<file path="src/rtl/idle_pkg.sv">
package idle_pkg;

    localparam int CODE_W  = 8;
    localparam int NUM_CH  = 32;
    localparam int ENTRIES = 2 * NUM_CH;
    localparam int PTR_W   = $clog2(ENTRIES);
    localparam int CH_W    = $clog2(NUM_CH);
    localparam int BIT_W   = $clog2(CODE_W);
    localparam int POS_W   = CH_W + BIT_W;
    localparam int E1_LAST = NUM_CH * CODE_W - 1;
    localparam int T1_CH   = 24;
    localparam int T1_LAST = T1_CH * CODE_W;
    localparam int EN_REGS = NUM_CH / 8;

    typedef enum logic [2:0] {
        OFS_PTR  = 3'd0,
        OFS_CODE = 3'd1,
        OFS_EN0  = 3'd2,
        OFS_EN1  = 3'd3,
        OFS_EN2  = 3'd4,
        OFS_EN3  = 3'd5
    } host_ofs_e;

    typedef struct packed {
        logic             fill_rx;
        logic             fill_tx;
        logic [PTR_W-1:0] ptr;
    } ptr_reg_t;

    typedef struct packed {
        logic             framing;
        logic [CH_W-1:0]  ch;
        logic [BIT_W-1:0] bitn;
    } slot_t;

    function automatic slot_t decode_pos(input logic e1, input logic [POS_W-1:0] pos);
        slot_t            s;
        logic [POS_W-1:0] adj;
        adj       = e1 ? pos : pos - 1'b1;
        s.framing = !e1 && (pos == '0);
        s.ch      = adj[POS_W-1:BIT_W];
        s.bitn    = adj[BIT_W-1:0];
        return s;
    endfunction

endpackage

</file>
<file path="src/rtl/idle_host_regs.sv">
module idle_host_regs
    import idle_pkg::*;
(
    input  logic                  clk,
    input  logic                  rst,
    input  logic                  host_we,
    input  logic [2:0]            host_addr,
    input  logic [CODE_W-1:0]     host_wdata,
    output ptr_reg_t              ptr_q,
    output logic [NUM_CH-1:0]     en_q,
    output logic                  code_we
);

    assign code_we = host_we && (host_addr == OFS_CODE);

    always_ff @(posedge clk) begin
        if (rst) begin
            ptr_q <= '0;
        end else if (host_we && host_addr == OFS_PTR) begin
            ptr_q <= ptr_reg_t'(host_wdata);
        end
    end

    for (genvar k = 0; k < EN_REGS; k++) begin : g_en
        always_ff @(posedge clk) begin
            if (rst) begin
                en_q[k*8 +: 8] <= '0;
            end else if (host_we && host_addr == 3'(OFS_EN0 + k)) begin
                en_q[k*8 +: 8] <= host_wdata;
            end
        end
    end


    ptr_load_chk: assert property (@(posedge clk) disable iff (rst)
        host_we && host_addr == OFS_PTR |=> ptr_q == $past(host_wdata));


    en_low_byte_chk: assert property (@(posedge clk) disable iff (rst)
        host_we && host_addr == OFS_EN0 |=> en_q[7:0] == $past(host_wdata));

endmodule

</file>
<file path="src/rtl/idle_code_array.sv">
module idle_code_array
    import idle_pkg::*;
(
    input  logic                  clk,
    input  logic                  rst,
    input  logic                  we,
    input  logic [CODE_W-1:0]     wdata,
    input  ptr_reg_t              ptr_q,
    input  logic [CH_W-1:0]       tx_ch,
    output logic [CODE_W-1:0]     host_code,
    output logic [CODE_W-1:0]     tx_code
);

    logic [CODE_W-1:0] mem [ENTRIES];

    for (genvar i = 0; i < ENTRIES; i++) begin : g_ent
        localparam bit RX_HALF = (i >= NUM_CH);
        logic hit;
        assign hit = we && ((ptr_q.fill_tx && !RX_HALF) ||
                            (ptr_q.fill_rx &&  RX_HALF) ||
                            (!ptr_q.fill_tx && !ptr_q.fill_rx && ptr_q.ptr == PTR_W'(i)));
        always_ff @(posedge clk) begin
            if (rst) begin
                mem[i] <= '0;
            end else if (hit) begin
                mem[i] <= wdata;
            end
        end
    end

    assign host_code = mem[ptr_q.ptr];
    assign tx_code   = mem[{1'b0, tx_ch}];


    fill_tx_chk: assert property (@(posedge clk) disable iff (rst)
        we && ptr_q.fill_tx |=> mem[0] == $past(wdata) && mem[NUM_CH-1] == $past(wdata));


    fill_rx_chk: assert property (@(posedge clk) disable iff (rst)
        we && ptr_q.fill_rx |=> mem[NUM_CH] == $past(wdata) && mem[ENTRIES-1] == $past(wdata));


    single_write_chk: assert property (@(posedge clk) disable iff (rst)
        we && !ptr_q.fill_tx && !ptr_q.fill_rx |=> mem[$past(ptr_q.ptr)] == $past(wdata));

endmodule

</file>
<file path="src/rtl/idle_frame_timer.sv">
module idle_frame_timer
    import idle_pkg::*;
(
    input  logic  clk,
    input  logic  rst,
    input  logic  e1_mode,
    input  logic  bit_en,
    input  logic  fsync,
    output slot_t slot
);

    logic [POS_W-1:0] pos_q;
    logic [POS_W-1:0] cur_pos;
    logic [POS_W-1:0] last_pos;

    assign cur_pos  = fsync ? '0 : pos_q;
    assign last_pos = e1_mode ? POS_W'(E1_LAST) : POS_W'(T1_LAST);
    assign slot     = decode_pos(e1_mode, cur_pos);

    always_ff @(posedge clk) begin
        if (rst) begin
            pos_q <= '0;
        end else if (bit_en) begin
            pos_q <= (cur_pos == last_pos) ? '0 : cur_pos + 1'b1;
        end
    end


    sync_restart_chk: assert property (@(posedge clk) disable iff (rst)
        bit_en && fsync |=> pos_q == POS_W'(1));


    hold_pos_chk: assert property (@(posedge clk) disable iff (rst)
        !bit_en |=> $stable(pos_q));

endmodule

</file>
<file path="src/rtl/idle_code_inserter.sv">
module idle_code_inserter
    import idle_pkg::*;
(
    input  logic                 clk,
    input  logic                 rst,
    input  logic                 e1_mode,
    input  logic                 host_we,
    input  logic [2:0]           host_addr,
    input  logic [7:0]           host_wdata,
    output logic [7:0]           host_rdata,
    input  logic                 bit_en,
    input  logic                 fsync,
    input  logic                 tx_in,
    output logic                 tx_out
);

    ptr_reg_t          ptr_q;
    logic [NUM_CH-1:0] en_q;
    logic              code_we;
    logic [CODE_W-1:0] host_code;
    logic [CODE_W-1:0] live_code;
    slot_t             slot;

    logic [CODE_W-1:0] snap_code;
    logic              snap_en;
    logic [CODE_W-1:0] use_code;
    logic              use_en;
    logic              first_bit;

    idle_host_regs u_regs (
        .clk        (clk),
        .rst        (rst),
        .host_we    (host_we),
        .host_addr  (host_addr),
        .host_wdata (host_wdata),
        .ptr_q      (ptr_q),
        .en_q       (en_q),
        .code_we    (code_we)
    );

    idle_code_array u_array (
        .clk       (clk),
        .rst       (rst),
        .we        (code_we),
        .wdata     (host_wdata),
        .ptr_q     (ptr_q),
        .tx_ch     (slot.ch),
        .host_code (host_code),
        .tx_code   (live_code)
    );

    idle_frame_timer u_timer (
        .clk     (clk),
        .rst     (rst),
        .e1_mode (e1_mode),
        .bit_en  (bit_en),
        .fsync   (fsync),
        .slot    (slot)
    );

    always_comb begin
        case (host_addr)
            OFS_PTR:  host_rdata = ptr_q;
            OFS_CODE: host_rdata = host_code;
            OFS_EN0:  host_rdata = en_q[7:0];
            OFS_EN1:  host_rdata = en_q[15:8];
            OFS_EN2:  host_rdata = en_q[23:16];
            OFS_EN3:  host_rdata = en_q[31:24];
            default:  host_rdata = '0;
        endcase
    end

    // First bit of a timeslot samples live state; later bits use the snapshot.
    assign first_bit = (slot.bitn == '0);
    assign use_en    = first_bit ? en_q[slot.ch] : snap_en;
    assign use_code  = first_bit ? live_code     : snap_code;

    always_ff @(posedge clk) begin
        if (rst) begin
            snap_code <= '0;
            snap_en   <= 1'b0;
            tx_out    <= 1'b0;
        end else if (bit_en) begin
            if (first_bit && !slot.framing) begin
                snap_code <= live_code;
                snap_en   <= en_q[slot.ch];
            end
            tx_out <= (!slot.framing && use_en) ? use_code[3'd7 - slot.bitn] : tx_in;
        end
    end


    framing_pass_chk: assert property (@(posedge clk) disable iff (rst)
        bit_en && slot.framing |=> tx_out == $past(tx_in));


    out_hold_chk: assert property (@(posedge clk) disable iff (rst)
        !bit_en |=> $stable(tx_out));


    snap_hold_chk: assert property (@(posedge clk) disable iff (rst)
        bit_en && !first_bit |=> $stable(snap_code) && $stable(snap_en));

endmodule

</file>
<file path="config.mk">
export PLATFORM = sky130hd
export DESIGN_NAME = idle_code_inserter
export DESIGN_NICKNAME = d
export VERILOG_FILES = /design/src/rtl/idle_pkg.sv /design/src/rtl/idle_host_regs.sv /design/src/rtl/idle_code_array.sv /design/src/rtl/idle_frame_timer.sv /design/src/rtl/idle_code_inserter.sv
export SDC_FILE = /design/constraint.sdc
export NUM_CORES = 1
export LEC_CHECK = 0
export CORE_AREA = 4 4 189 265
export DETAILED_ROUTE_END_ITERATION = 12
export DIE_AREA = 0 0 193 269
export HOLD_SLACK_MARGIN = 0.1
export PLACE_DENSITY = 0.8
export SLEW_MARGIN = 40
export SYNTH_ARGS = -nofsm -noshare
export SYNTH_HDL_FRONTEND = slang
export SYNTH_SLANG_ARGS = --single-unit
export TNS_END_PERCENT = 100
</file>
<file path="constraint.sdc">
create_clock -name clk -period 4.6 [get_ports clk]
set_input_delay 0.69 -clock clk [delete_from_list [all_inputs] [get_ports clk]]
set_output_delay 0.69 -clock clk [all_outputs]
set_load 0.03 [all_outputs]
</file>
# After elaboration in Yosys (flattened, before gate mapping)
# Memories as Yosys holds them, arrays and structs flattened. A register that Yosys moved wholly into a read port is not among the register bits.
# Cells that the tools add are included.
# word_totals
ram_bits,512
memories,1
out_inout_bits,9
inputBits,18
ff_bits,58
word_cells,633
# memory_table
memory,words,word_bits,read_ports,rd_ports_with_merged_regs,write_ports,line_no,source
u_array.mem,64,8,2,1,64,idle_code_array.sv:14,logic [CODE_W-1:0] mem [ENTRIES];
# op_classes
reduce_logical,211
n_bitwise,64
n_addsub,3
n_eq_ne,69
magnitude_cmp,2
mux,272
# op_table
operator,count
$mux 8,68
$mux 1,198
$eq 6x6->1 const B,32
$logic_and 1x1->1,138
$eq 6x5->1 const B,16
$logic_or 1x1->1,64
$or 1x1->1,64
$eq 6x4->1 const B,8
$pmux 8 s6,1
$eq 6x3->1 const B,4
$mux 6,3
$eq 6x2->1 const B,2
$add 8x1->8 const B,1
$eq 8x8->1,1
$logic_not 8->1,1
$sub 8x1->8 const B,1
$eq 3x2->1 const B,2
$eq 3x3->1 const B,2
$eq 6x1->1 const B,1
$logic_not 3->1,2
$logic_not 6->1,1
$lt 5x6->1 const B,1
$bmux 1 s5,1
$logic_not 1->1,4
other kinds (5),5

# Longest topological paths before layout
# depth
depth_word,9
ltp_mapped,16
depth_no_buf,11

# Hierarchy
# A second synthesis with hierarchy kept.
# unflattened
cells_unflattened,2111
hier_area_um2,29889.9
# by_module_without_submodules
module,n_inst,seq_area_each_um2,area_each_um2,cells_each
idle_code_array,1,15374.7,26392.8,1727
idle_host_regs,1,800.8,1616.6,144
idle_code_inserter,1,180.2,1167.4,145
idle_frame_timer,1,160.2,713.2,95

# Worst setup path before layout
# OpenSTA, ideal clock, no wires.
# synth_timing
path_kind,reg-to-output
from,register with a tool-made name
to,output port host_rdata[1]
arrival_time_ps,2933
path_stages_with_launch,8
t_required_ps,3910
setup_slack_ps,977
path_buffers,2
cell_sequence,dfxtp_1 > buf_2 > buf_1 > mux4_2 > mux4_2 > mux4_2 > nand2_1 > o211ai_1
# synth_rtl
element,line_no,source
to (decl),idle_code_inserter.sv:10,"output logic [7:0] host_rdata,"

==> results.ini <==
[synthesis]
synthAdderAreaFrac_pct = 0.08271
async_flop_share_pct = 0
synth_top_area_share_pct = 50.81
synth_seq_cells = 575
yosys.area_share.simple_pct = 16.49
muxShareOfSynthArea_pct = 17.78
syn_nets = 2390
synth_xor_area_share_pct = 0.08684
synth_cells = 2370
yosys-top-cells-area = edfxtp_1, mux4_2, and2_1, mux2i_1, dfxtp_1
synth_top_family_by_area = multiplexers
synth_ff_type = edfxtp_1
synth_warnings = 0
yosys.area.top_type = edfxtp_1
synth_compound_area_share_pct = 7.812
avgSynthCellArea_sq_um = 12.77
yosysSeqAreaShare_pct = 54.98
synth_cell_type_count = 66
synth_edf_count = 512
synth_area_sq_mm = 0.03026

[critical_path]
worstPathRequired_ps = 3910
critPathLaunchType = flop
arrival_ps = 3730
cpMostUsedCell = mux4_2
critPathSlowestCell = mux4_2
path_class = flop to primary output
path_max_fanout = 30
crit_chain = buf_16, mux4_2, mux4_2, mux4_2, nand2_1, o211ai_1, dlygate4sd2_1
cp_slowest_stage_delay_ps = 570
cp-end-kind = primary output

[clock_tree]
cts_made_buffers = 55
worstSkewPairLatency_ps = 630
h-tree-depth = 2
clockRootBuffer = clkbuf_16
cts.clk_slew.worst_paths_ps = 70
cts_sinks = 575
clockBufferDepth = 3
cts_tree = done

[floorplan]
num_rows = 95
dieArea_sq_mm = 0.05192
start_util_pct = 63.48
fp.dieH_microns = 269
num_io_pins = 27
die_w_microns = 193
fp.coreArea_sq_mm = 0.04766

[drt]
route.detailed.drc = 0
routed_wl_mm = 88.43
avgViaCountPerCell = 6.880
vias = 20800
drtPass1Iterations = 5
detail-route-antenna-nets = 0
routedWlPerCell_microns = 29.25
drtIter0Drc = 2359

[finish]
fin_cells = 3023
drive_gt1_share_pct = 17.26
fillCellCount = 3152
nets = 2370
final_cell_mix = and2_1, edfxtp_1, mux4_2
area_delta_synth_final_pct = 9.916
utilization_pct = 69.77
final_common_cell = and2_1
insertedDiodeCount = 0

[power]
peakVddDrop_uv = 340.3
static-leakage-power_uw = 0.01183
p_per_area_mw_per_mm2 = 355.5

[grt]
grt_max_degree = 65
grt_overflow = 0
grt_use_total_pct = 34.48
first_global_vias = 20310
grt_antenna_before_repair = 1
grt_pass1_wl_mm = 131.5

[place]
placed_cells = 2920
gp_congestion = 0.9849
port_buffers = 26
dpl.hpwl_mm = 60.69

[timing]
rsz0062_at_grt = false
hold_viol_final = 0
tightest_slew_ps = 959.0
fmax_mhz = 226.2
fin_crit_sh_pct = 96.11
setup_viol = 0
final-max-slew-violation-count = 0
period_needed_ps = 4421
fin_skew_ps = 24.23
slew_headroom_pct = 35.83
fin_tns_setup_ps = 0

[min_path]
hold_class = flop to flop

[status]
status = complete, no violations

[job]
maxCapViolations = 0

## Yosys cell counts (all sizes together), types with 24 or more instances
library cell  instances
edfxtp              512
mux2i               138
nand2               155
and2                519
clkbuf              150
buf                  47
a22oi                24
nor2                121
nand3                27
o21bai               65
o21ai                55
mux4                170
dfxtp                63
a21oi               117
## per-stage QoR
step | instance area (sq um) | hold WS, ps | setup slack [ps] | total power [uW]
3_3_place_gp | 31290 | 457.6 | 464.6 | 7100
5_1_grt | 33260 | 502.7 | 120.3 | 12120
2_1_floorplan | 30260 | 442.0 | 976.6 | 6692
6_report | 33260 | 474.0 | 179.1 | 11820
3_5_place_dp | 31330 | 465.6 | 544.2 | 7127
4_1_cts | 33230 | 474.2 | 172.0 | 11830
## worst max-delay path, delay by kind of cell (launching register included)
kind	cells	cell delay, ps
flip-flops	1	510
multiplexers	3	1700
AO/OA/AOI/OAI	1	110
buffers and inverters	2	660
AND/OR/NAND/NOR	1	90
## registers in the layout (all words and copies together) (netlist names), named ones only
register	cells
u_array.mem	512
u_regs.en_q	32
u_regs.ptr_q	8
u_timer.pos_q	8
snap_code	7
snap_en	1
tx_out	1
## path summary, 6_finish.rpt
path / depth (start not counted) / endpoint / start / slack, ps
min: 2 / u_regs.en_q[29]$_SDFFE_PP0P_ / u_regs.en_q[29]$_SDFFE_PP0P_ / 470
min reg2reg: 2 / u_regs.en_q[29]$_SDFFE_PP0P_ / u_regs.en_q[29]$_SDFFE_PP0P_ / 470
max reg2reg: 8 / tx_out$_SDFFE_PP0P_ / u_timer.pos_q[3]$_SDFFE_PP0P_ / 1280
max: 7 / host_rdata[2] / flop / 180
## repair_timing
item | 4_1_cts | 5_1_grt
endpoints found under the hold margin | 0 | 0
hold buffers | 0 | 0
setup endpoints to repair | 6 | 0
resized for setup | 7 | 0
setup buffers | 3 | 0
## metal layers
layer	global-route usage [%]	share of wire (%)	vias to the layer above
li1	-	-	8790
met1	44.57	35	10350
met2	55.48	49	1346
met3	5.115	8.9	311
met4	21.25	7.8	2
met5	0	0.019	-
## final cells by class
| type | count | area [sq um] | area share (%) |
|---|---|---|---|
| Inverter | 8 | 30.03 | 0.09029 |
| Sequential cell | 575 | 16640 | 50.05 |
| Clock buffer | 65 | 1466 | 4.409 |
| Clock inverter | 35 | 416.7 | 1.253 |
| Tap cell | 630 | 788.3 | 2.370 |
| Multi-Input combinational cell | 1590 | 12860 | 38.68 |
| Timing Repair Buffer | 120 | 1049 | 3.153 |
## cells by family (layout without fill, tap and decap cells)
| group | count (synthesis) | in the layout |
|---|---|---|
| XOR/XNOR | 3 | 3 |
| multiplexers | 323 | 323 |
| AO/OA/AOI/OAI | 356 | 356 |
| adder cells (fa/ha/maj) | 2 | 2 |
| buffers and inverters | 205 | 228 |
| AND/OR/NAND/NOR | 906 | 906 |
| flip-flops | 575 | 575 |
## power breakdown
part	switching (uW)	total (uW)	internal [uW]
registers	116	5960	5840
clock network	2040	4770	2730
logic	700	1090	392
total	2860	11800	8970
Note: power is estimated with default switching activity, not from simulation.
